File: src/rtl/cnvp_pkg.sv
package cnvp_pkg;

  typedef enum logic [1:0] {ST_IDLE, ST_RUN, ST_FIN} cnvp_state_t;

  // element width in bits selected by the destination width code
  function automatic int unsigned elem_bits(input logic [1:0] code);
    case (code)
      2'b00:   return 64;
      2'b01:   return 8;
      2'b10:   return 16;
      default: return 32;
    endcase
  endfunction

  // log2 of nibbles per element: min(request, width/4); scalar holds 16
  function automatic logic [2:0] lanes_log2(input logic [1:0] pcode,
                                            input logic [1:0] dcode,
                                            input logic       dvec);
    logic [2:0] cap;
    logic [2:0] req;
    if (!dvec) return 3'd4;
    case (dcode)
      2'b00:   cap = 3'd4;
      2'b01:   cap = 3'd1;
      2'b10:   cap = 3'd2;
      default: cap = 3'd3;
    endcase
    req = {1'b0, pcode};
    return (req < cap) ? req : cap;
  endfunction

  function automatic logic [3:0] mask_nib(input logic [3:0] msk,
                                          input logic [3:0] map,
                                          input logic [3:0] fld);
    return (~map ^ fld) & msk;
  endfunction

endpackage

File: src/rtl/cnvp_nibble.sv
module cnvp_nibble
  import cnvp_pkg::*;
(
  input  logic [3:0] field,
  input  logic [3:0] msk,
  input  logic [3:0] map,
  output logic [3:0] nib
);
  assign nib = mask_nib(msk, map, field);
endmodule

File: src/rtl/cnvp_slot.sv
module cnvp_slot #(
  parameter int IW = 6
) (
  input  logic [IW-1:0] step,
  input  logic [2:0]    lane_log2,
  input  logic          last,
  output logic [IW-1:0] elem,
  output logic [3:0]    slot,
  output logic          elem_end
);
  logic [IW-1:0] lane_mask;
  assign lane_mask = IW'((1 << lane_log2) - 1);
  assign elem      = step >> lane_log2;
  assign slot      = 4'(step & lane_mask);
  assign elem_end  = last || (slot == 4'(lane_mask));
endmodule

File: src/rtl/cond_nibble_packer.sv
module cond_nibble_packer
  import cnvp_pkg::*;
#(
  parameter int MAX_VL = 64,
  parameter int AW     = 7,
  localparam int VLW   = $clog2(MAX_VL + 1),
  localparam int IW    = $clog2(MAX_VL),
  localparam int XW    = 64
) (
  input  logic           clk,
  input  logic           rst_n,
  input  logic           start,
  input  logic [VLW-1:0] vl,
  input  logic           src_vec,
  input  logic           dst_vec,
  input  logic [1:0]     pack_code,
  input  logic [1:0]     dw_code,
  input  logic           mapreduce,
  input  logic [3:0]     fmsk,
  input  logic [3:0]     fmap,
  input  logic [AW-1:0]  src_base,
  output logic [AW-1:0]  cf_addr,
  input  logic [3:0]     cf_data,
  output logic           wr_valid,
  output logic [IW-1:0]  wr_idx,
  output logic [XW-1:0]  wr_data,
  output logic           done
);

  cnvp_state_t   state;
  logic [IW-1:0] step, last_step;
  logic          src_vec_q, dst_vec_q, mr_q;
  logic [1:0]    dw_q;
  logic [2:0]    lane_q;
  logic [3:0]    msk_q, map_q;
  logic [AW-1:0] base_q;
  logic [XW-1:0] acc;
  logic          wr_last;

  // named internal events
  logic          run, is_last, elem_end;
  logic [3:0]    nib, slot;
  logic [IW-1:0] elem;
  logic [XW-1:0] merged;

  assign run     = (state == ST_RUN);
  assign is_last = (step == last_step);
  assign cf_addr = src_vec_q ? AW'(base_q + AW'(step)) : base_q;

  cnvp_nibble u_nib (.field(cf_data), .msk(msk_q), .map(map_q), .nib(nib));

  cnvp_slot #(.IW(IW)) u_slot (
    .step(step), .lane_log2(lane_q), .last(is_last),
    .elem(elem), .slot(slot), .elem_end(elem_end)
  );

  assign merged = ((slot == 4'd0) ? '0 : acc) | (XW'(nib) << {slot, 2'b00});

  always_ff @(posedge clk) begin
    if (!rst_n) begin
      state <= ST_IDLE; step <= '0; last_step <= '0;
      src_vec_q <= 1'b0; dst_vec_q <= 1'b0; mr_q <= 1'b0;
      dw_q <= '0; lane_q <= '0; msk_q <= '0; map_q <= '0; base_q <= '0;
      acc <= '0; wr_valid <= 1'b0; wr_idx <= '0; wr_data <= '0;
      wr_last <= 1'b0; done <= 1'b0;
    end else begin
      wr_valid <= 1'b0;
      wr_last  <= 1'b0;
      done     <= 1'b0;
      case (state)
        ST_IDLE: if (start) begin
          src_vec_q <= src_vec; dst_vec_q <= dst_vec; mr_q <= mapreduce;
          dw_q <= dw_code; lane_q <= lanes_log2(pack_code, dw_code, dst_vec);
          msk_q <= fmsk; map_q <= fmap; base_q <= src_base;
          step <= '0;
          last_step <= (dst_vec || mapreduce) ? IW'(vl - VLW'(1)) : '0;
          state <= (vl == '0) ? ST_FIN : ST_RUN;
        end
        ST_RUN: begin
          acc <= merged;
          if (elem_end) begin
            wr_valid <= 1'b1;
            wr_idx   <= elem;
            wr_data  <= merged;
            wr_last  <= is_last;
          end
          if (is_last) state <= ST_FIN;
          else         step  <= step + IW'(1);
        end
        default: begin
          done  <= 1'b1;
          state <= ST_IDLE;
        end
      endcase
    end
  end

  // assertions
  assert_done_after_last_R9: assert property (@(posedge clk) disable iff (!rst_n)
    wr_valid && wr_last |=> done);
  assert_done_pulse_R9: assert property (@(posedge clk) disable iff (!rst_n)
    done |=> !done);
  assert_scalar_src_hold_R2: assert property (@(posedge clk) disable iff (!rst_n)
    run && $past(run) && !src_vec_q |-> $stable(cf_addr));
  assert_vector_src_step_R2: assert property (@(posedge clk) disable iff (!rst_n)
    run && $past(run) && src_vec_q |-> cf_addr == AW'($past(cf_addr) + AW'(1)));
  assert_upper_zero_R5: assert property (@(posedge clk) disable iff (!rst_n)
    wr_valid && dst_vec_q |-> (wr_data >> elem_bits(dw_q)) == '0);
  assert_scalar_single_R7: assert property (@(posedge clk) disable iff (!rst_n)
    wr_valid && !dst_vec_q && !mr_q |-> wr_data[XW-1:4] == '0 && wr_idx == '0);

endmodule

File: config.mk
export PLATFORM = sky130hd
export DESIGN_NAME = cond_nibble_packer
export DESIGN_NICKNAME = d
export VERILOG_FILES = /design/src/rtl/cnvp_pkg.sv /design/src/rtl/cnvp_nibble.sv /design/src/rtl/cnvp_slot.sv /design/src/rtl/cond_nibble_packer.sv
export SDC_FILE = /design/constraint.sdc
export NUM_CORES = 1
export LEC_CHECK = 0
export ABC_AREA = 1
export ABC_CLOCK_PERIOD_IN_PS = 2029
export BUFFER_PORTS_ARGS = -buffer_cell sky130_fd_sc_hd__buf_4
export CORE_MARGIN = 5
export CORE_UTILIZATION = 52
export DETAILED_ROUTE_END_ITERATION = 16
export GPL_TIMING_DRIVEN = 0
export PLACE_DENSITY = 0.76
export SYNTH_ARGS = -nofsm -noshare
export SYNTH_HDL_FRONTEND = slang
export SYNTH_SLANG_ARGS = --single-unit
File: constraint.sdc
create_clock -name clk -period 2.03 [get_ports clk]
set_input_delay 0.1015 -clock clk [delete_from_list [all_inputs] [get_ports clk]]
set_output_delay 0.1015 -clock clk [all_outputs]
set_load 0.05 [all_outputs]
After elaboration in Yosys (flattened, before gate mapping)

Index checks and enable logic that the tools add are counted.
W data, S select, Z words.

Register bits after elaboration: 169
Input port bits: 36
Output and inout port bits: 79
Word-level logic and storage cells: 71

$add $sub $neg: 4
$lt $le $gt $ge: 1
Eq/ne operators: 8
Shifts and indexed selects: 3
Multiplexer cells: 24
Bitwise logic cells: 5
Reductions and logical operators: 13

Operators by type and width:

| kind                  | count |
|---|---|
| $mux W64              | 1 |
| $or A64 B64 Y64       | 1 |
| $shl A4 B6 Y64        | 1 |
| $mux W3               | 7 |
| $mux W6               | 3 |
| $pmux W6 S2           | 1 |
| $pmux W3 S3           | 1 |
| $and A4 B4 Y4         | 2 |
| $reduce_and A2 Y1     | 4 |
| $add A7 B6 Y7         | 1 |
| $logic_not A7 Y1      | 1 |
| $mux W7               | 1 |
| $add A6 B1 Y6 const B | 1 |
| $eq A6 B6 Y1          | 1 |
| $mux W1               | 6 |
| $mux W2               | 3 |
| $shr A6 B3 Y6         | 1 |
| $sub A6 B1 Y6 const B | 1 |
| $eq A2 B1 Y1 const B  | 2 |
| $eq A4 B4 Y1          | 1 |
| $logic_not A2 Y1      | 2 |
| $logic_not A4 Y1      | 1 |
| $ne A2 B2 Y1 const B  | 2 |
| $not A4 Y4            | 1 |
| 11 further kinds      | 12 |

Depth between registers and ports, before layout

Depth in word-level cells: 11
Gate-level depth with buffers: 16
Mapped depth without buffers: 13

Cells and area by module

From an unflattened synthesis, not the netlist that was laid out.

Cell total of the unflattened synthesis: 1148
Area total of the unflattened synthesis: 8099.0 um^2

Modules (own cells, without submodules):

| module             | times used | cells each | area an instance (um^2) | seq. area each (um^2) |
|---|---|---|---|---|
| cond_nibble_packer | 1          | 1068       | 7719.9                  | 3383.2 |
| cnvp_slot          | 1          | 60         | 304.0                   | 0.0 |
| cnvp_nibble        | 1          | 20         | 75.1                    | 0.0 |

Worst setup path after synthesis

Ideal clock, no wire load.

Kind: flip-flop to output port
Start point: register step[3]
End point: output cf_addr[5]
Data arrival time: 2.197 ns
Data required time: 1.929 ns
Path slack: -0.268 ns
Stages on the path, launching flop included: 8
Path buffers: 0
Cells stage by stage: dfxtp_1 ha_1 nand2_1 inv_1 nand2_1 nand3_1 xnor2_1 o21ai_0

Cells in the longest elaborated chain, start to end: 2

Ends and longest elaborated chain:

| element                | line                     | source |
|---|---|---|
| from (decl)            | cond_nibble_packer.sv:31 | `logic [IW-1:0] step, last_step;` |
| from (signal assigned) | cond_nibble_packer.sv:88 | `else step <= step + IW'(1);` |
| $add A7 B6 Y7          | cond_nibble_packer.sv:48 | `assign cf_addr = src_vec_q ? AW'(base_q + AW'(step)) : base_q;` |
| $mux W7                | cond_nibble_packer.sv:48 |  |
| to (decl)              | cond_nibble_packer.sv:22 | `output logic [AW-1:0] cf_addr,` |

No other way between the ends.

Worst setup path in the final report

Start point: register lane_q[0]
End point: register wr_data[36]

Cells in the longest elaborated chain, start to end: 6
Elaborated cells between the ends (all ways): 10
Those cells by class: add/sub: 1; eq/ne: 1; shift: 2; mux: 1; bitwise: 2; reduce/logical: 3

Ends and longest elaborated chain:

| element                                                     | line                                      | source |
|---|---|---|
| from (decl)                                                 | cond_nibble_packer.sv:34                  | `logic [2:0] lane_q;` |
| from (signal assigned)                                      | cond_nibble_packer.sv:73                  | `dw_q <= dw_code; lane_q <= lanes_log2(pack_code, dw_code, dst_vec);` |
| $shl A1 B3 Y4 *                                             | cnvp_slot.sv:12                           | `assign lane_mask = IW'((1 << lane_log2) - 1);` |
| $sub A4 B2 Y4 *                                             | cnvp_slot.sv:12                           |  |
| $and A4 B4 Y4                                               | cnvp_slot.sv:14                           | `assign slot = 4'(step & lane_mask);` |
| $logic_not A4 Y1 / $eq A4 B4 Y1 (equally long branches)     | cond_nibble_packer.sv:57, cnvp_slot.sv:15 |  |
| $mux W64 / $logic_or A1 B1 Y1 (equally long branches)       | cond_nibble_packer.sv:57, cnvp_slot.sv:15 |  |
| $or A64 B64 Y64 / $reduce_and A2 Y1 (equally long branches) | -                                         |  |
| to (signal assigned)                                        | cond_nibble_packer.sv:84                  | `wr_data <= merged;` |
| to (decl)                                                   | cond_nibble_packer.sv:26                  | `output logic [XW-1:0] wr_data,` |

Mark *: on every way between the ends. The rest lies on a longest branch, timed or not.
A chain may end at the register's enable or synchronous reset.

==> results list <==
- Run status: finished, violations left
- The final reports fail on design-rule violations, negative setup slack.
- Area after DPL: 9750 µm²
* Worst-Skew Late Latency: 0.44 ns
* Placed instance count: 1715
- Number of inserted diodes: 0
* Total standard cell area after synthesis: 8620 µm²
- By count the netlist is led by 407 x sky130_fd_sc_hd__nand2_1, 292 x sky130_fd_sc_hd__nor2_1, 169 x sky130_fd_sc_hd__dfxtp_1, 162 x sky130_fd_sc_hd__inv_1, 156 x sky130_fd_sc_hd__nand3_1.
- Worst-path cell chain: buf_6, inv_6, nor2_4, nand2_2, ha_4, o21ai_1, a21oi_1, nand2_1, nand2_2, nand2_8, buf_12, clkbuf_16, nand2_1, nand2_1, nor2_1
- VDD sags by at most 676 µV.
* H-tree depth: 4
* Root Driver: sky130_fd_sc_hd__clkbuf_16
* Remaining antenna violation count: 0
- Post-layout util: 0.766
- Peak clock frequency supported by timing: 0.456 GHz
- The number of hold-slack violations in the final timing report is 0.
* CTS tree: done
- Across every metal layer, demand over resource in global routing totals 0.255.
- Final Worst Setup Slack: -0.162 ns
- Cell depth of the worst min-delay path: 5
- Violation count after the first detailed-routing iteration: 1087
* CP max stage cell: sky130_fd_sc_hd__dfxtp_2
- Relative to the synthesized area, the layout overhead comes to 45.8%.
- Remaining Overflow, GRT: 0
- The die covers 19200 µm².
- The total count of max-transition violations in the final report was 0.
* Setup violation total in the final timing report: 106
- In this run the tightest slew margin relative to its limit is 0.506.
* Average vias per placed instance: 5.38
- Setup repair after global routing could not meet its margin everywhere.
* DR pass1 iterations: 12
- Port buffering added 113 buffers.
* Clock Sink Count: 169
- Excluding fillers, the count of instances in the completed layout stands at 1810.
- In the final layout, the share of cells above drive strength 1 is 0.301.
* Startpoint Class: flop
- During I/O placement, the number of pins put on the boundary was 115.
- Post-route cell area: 12600 µm²
- Buffers inserted during clock tree synthesis total 17.
- The tightest min-delay check is of the in -> reg type.
- After floorplanning, the core was sized to cover 16400 µm².
- Primary flip-flop cell chosen by synthesis mapping: sky130_fd_sc_hd__dfxtp_1
- The initial antenna violation count was 0.
- Via count: 9730
- The clock arrives with 0.0106 ns of skew.
- The tool flagged a number of max-cap violations equal to 0.
- Worst Setup End Kind: flop
* Number of design rule violations left after detail routing: 2
- Die X: 139 µm
- sky130_fd_sc_hd__nand2_1 is the most common cell in the netlist.
- In this run, synthesis produced a sequential element count of 169.
- Crit. path cell count: 15
* Count of cells along the worst register-to-register path: 15
* Die extent in y: 139 µm
- In the final routed layout, each cell accounts on average for 16.1 µm.
- On the critical path the largest part of the delay comes from simple AND/OR/NAND/NOR gates.
* Worst path bufs/invs: 4
- Counting distinct cell types in the post-synthesis netlist gives 37.
- Clock transition time at the flip-flop clock pins of the worst setup and hold paths: 0.06 ns
* Net Count, Synth: 1430
* Top cell type's share of synthesized area: 0.393
* Required time at the worst-slack endpoint: 2.39 ns
* Final net count: 1625
- A synthesized cell averages 6.24 µm².
* Number of enable flip-flop cells after synthesis: 0
- Gp weighted congestion: 0.930
- In this run the worst path has a maximum fanout of 6.
* Number of instances in the synthesized netlist: 1382
- Worst-margin pin slew: 0.741 ns
- Yosys warnings: 0
- Clock Path Buffers: 2
- Most common cell type on the critical path: sky130_fd_sc_hd__nand2_1
* Static leakage power: 6.50 nW
- After layout, the minimum clock period comes to 2.19 ns.
* Final wirelength: 29100 µm
- Share of synthesized area occupied by flip-flops and latches: 0.393
* Via count of the first global-routing pass: 8440
- Biggest cell delay along the critical path: 0.32 ns
* Pwr/cell area: 870 nW/µm²
* Initial core utilization: 0.525
* Largest net degree at the start of global routing: 17
- FP Rows: 47
- Post-synth top area cell: sky130_fd_sc_hd__dfxtp_1
- Part of the cycle the worst path needs: 1.08
- Signal arrival time at the worst endpoint: 2.56 ns
- Post-DP HPWL: 17200 µm
* Category of the critical setup timing path: reg -> reg
* Global-route wire length before repair: 40500 µm
* Share of synthesized flip-flops with an asynchronous set or reset: 0
- By area the synthesized netlist is led by sky130_fd_sc_hd__dfxtp_1 39%, sky130_fd_sc_hd__nand2_1 18%, sky130_fd_sc_hd__nor2_1 13%.
logic make-up (layout without fill, tap and decap cells):
group,count (synthesis),count (layout),share of synthesized area
flip-flops,169,169,0.393
adder cells (fa/ha/maj),12,12,0.0183
AND/OR/NAND/NOR,872,872,0.410
XOR/XNOR,11,11,0.0112
buffers and inverters,241,449,0.116
AO/OA/AOI/OAI,77,77,0.0514
stage by stage:
stage	hold slack, ns	setup slack (ns)	setup TNS [ns]	total power (W)
global placement	0.300	-0.403	-32.34	0.00643
detailed placement	0.305	-0.430	-36.13	0.00649
global route	0.0372	-0.254	-17.00	0.0114
CTS	0.00470	-0.0664	-0.420	0.0103
floorplan	0.192	0.0113	0	0.00579
finish	0.00505	-0.162	-6.37	0.0109
cell type report:
cell class              count  area, µm²
multi-input cells         972       5340
fillers                  1123       3850
flip-flops and latches    169       3400
repair buffers            176       1690
inverters                 171        649
plain buffers              70        554
clock buffers              21        450
well taps                 220        275
clock inverters            11        195
layout by cell type, fill, tap and decap left out, types with 9 or more instances in the layout:
cell type	instances
sky130_fd_sc_hd__buf_6	12
sky130_fd_sc_hd__clkbuf_1	34
sky130_fd_sc_hd__o21ai_0	24
sky130_fd_sc_hd__buf_12	11
sky130_fd_sc_hd__nand2_1	301
sky130_fd_sc_hd__nor2_2	48
sky130_fd_sc_hd__nand3_2	38
sky130_fd_sc_hd__dlygate4sd3_1	23
sky130_fd_sc_hd__inv_2	10
sky130_fd_sc_hd__dfxtp_1	160
sky130_fd_sc_hd__nand3_1	119
sky130_fd_sc_hd__nor2_4	23
sky130_fd_sc_hd__inv_1	158
sky130_fd_sc_hd__nor2_1	225
sky130_fd_sc_hd__nand2_2	65
sky130_fd_sc_hd__o21ai_1	9
sky130_fd_sc_hd__buf_4	133
sky130_fd_sc_hd__nand2_4	41
sky130_fd_sc_hd__a21oi_1	14
sky130_fd_sc_hd__clkbuf_16	29
final timing paths:
| kind | start | to | slack, ns |
|---|---|---|---|
| worst max-delay path | lane_q[0] | wr_data[36] | -0.16 |
| worst min-delay path | pack_code[0] | lane_q[0] | 0.005 |
| worst max register to register | lane_q[0] | wr_data[36] | -0.16 |
| worst min register to register | wr_data[63] | wr_data[63] | 0.47 |
layer usage:
layer	up-vias	routed length, µm	global-route usage
met5	-	0	0
met4	0	1300	0.116
met3	114	2550	0.0569
met2	521	13800	0.415
met1	4473	11500	0.324
li1	4622	-	-
state kept, by name, summed over array words and instances (netlist names), 3 cells and up:
register,flops
acc,64
wr_data,64
base_q,7
last_step,6
step,6
wr_idx,6
map_q,4
msk_q,4
lane_q,3
where the power goes:
| group | switching [W] | internal [W] | total, W |
|---|---|---|---|
| logic | 0.00209 | 0.00128 | 0.00338 |
| registers | 0.000249 | 0.00368 | 0.00393 |
| clock network | 0.00140 | 0.00222 | 0.00362 |
| total | 0.00374 | 0.00718 | 0.0109 |
worst register-to-register path: cells and delay by family (launching register included):
| family | cells | cell delay (ns) |
|---|---|---|
| simple gates | 8 | 0.79 |
| compound gates | 2 | 0.22 |
| flops | 1 | 0.32 |
| fa+ha+maj | 1 | 0.28 |
| buf+inv | 4 | 0.52 |
what timing repair did:
item,in CTS,in global routing
buffers inserted,15,11
endpoints found under the hold margin,24,0
resized for setup,131,268
hold buffers,23,0
setup endpoints to repair,147,152
cloned,2,12
pin swaps,15,101
No activity file was read; power rests on OpenSTA's default activity.
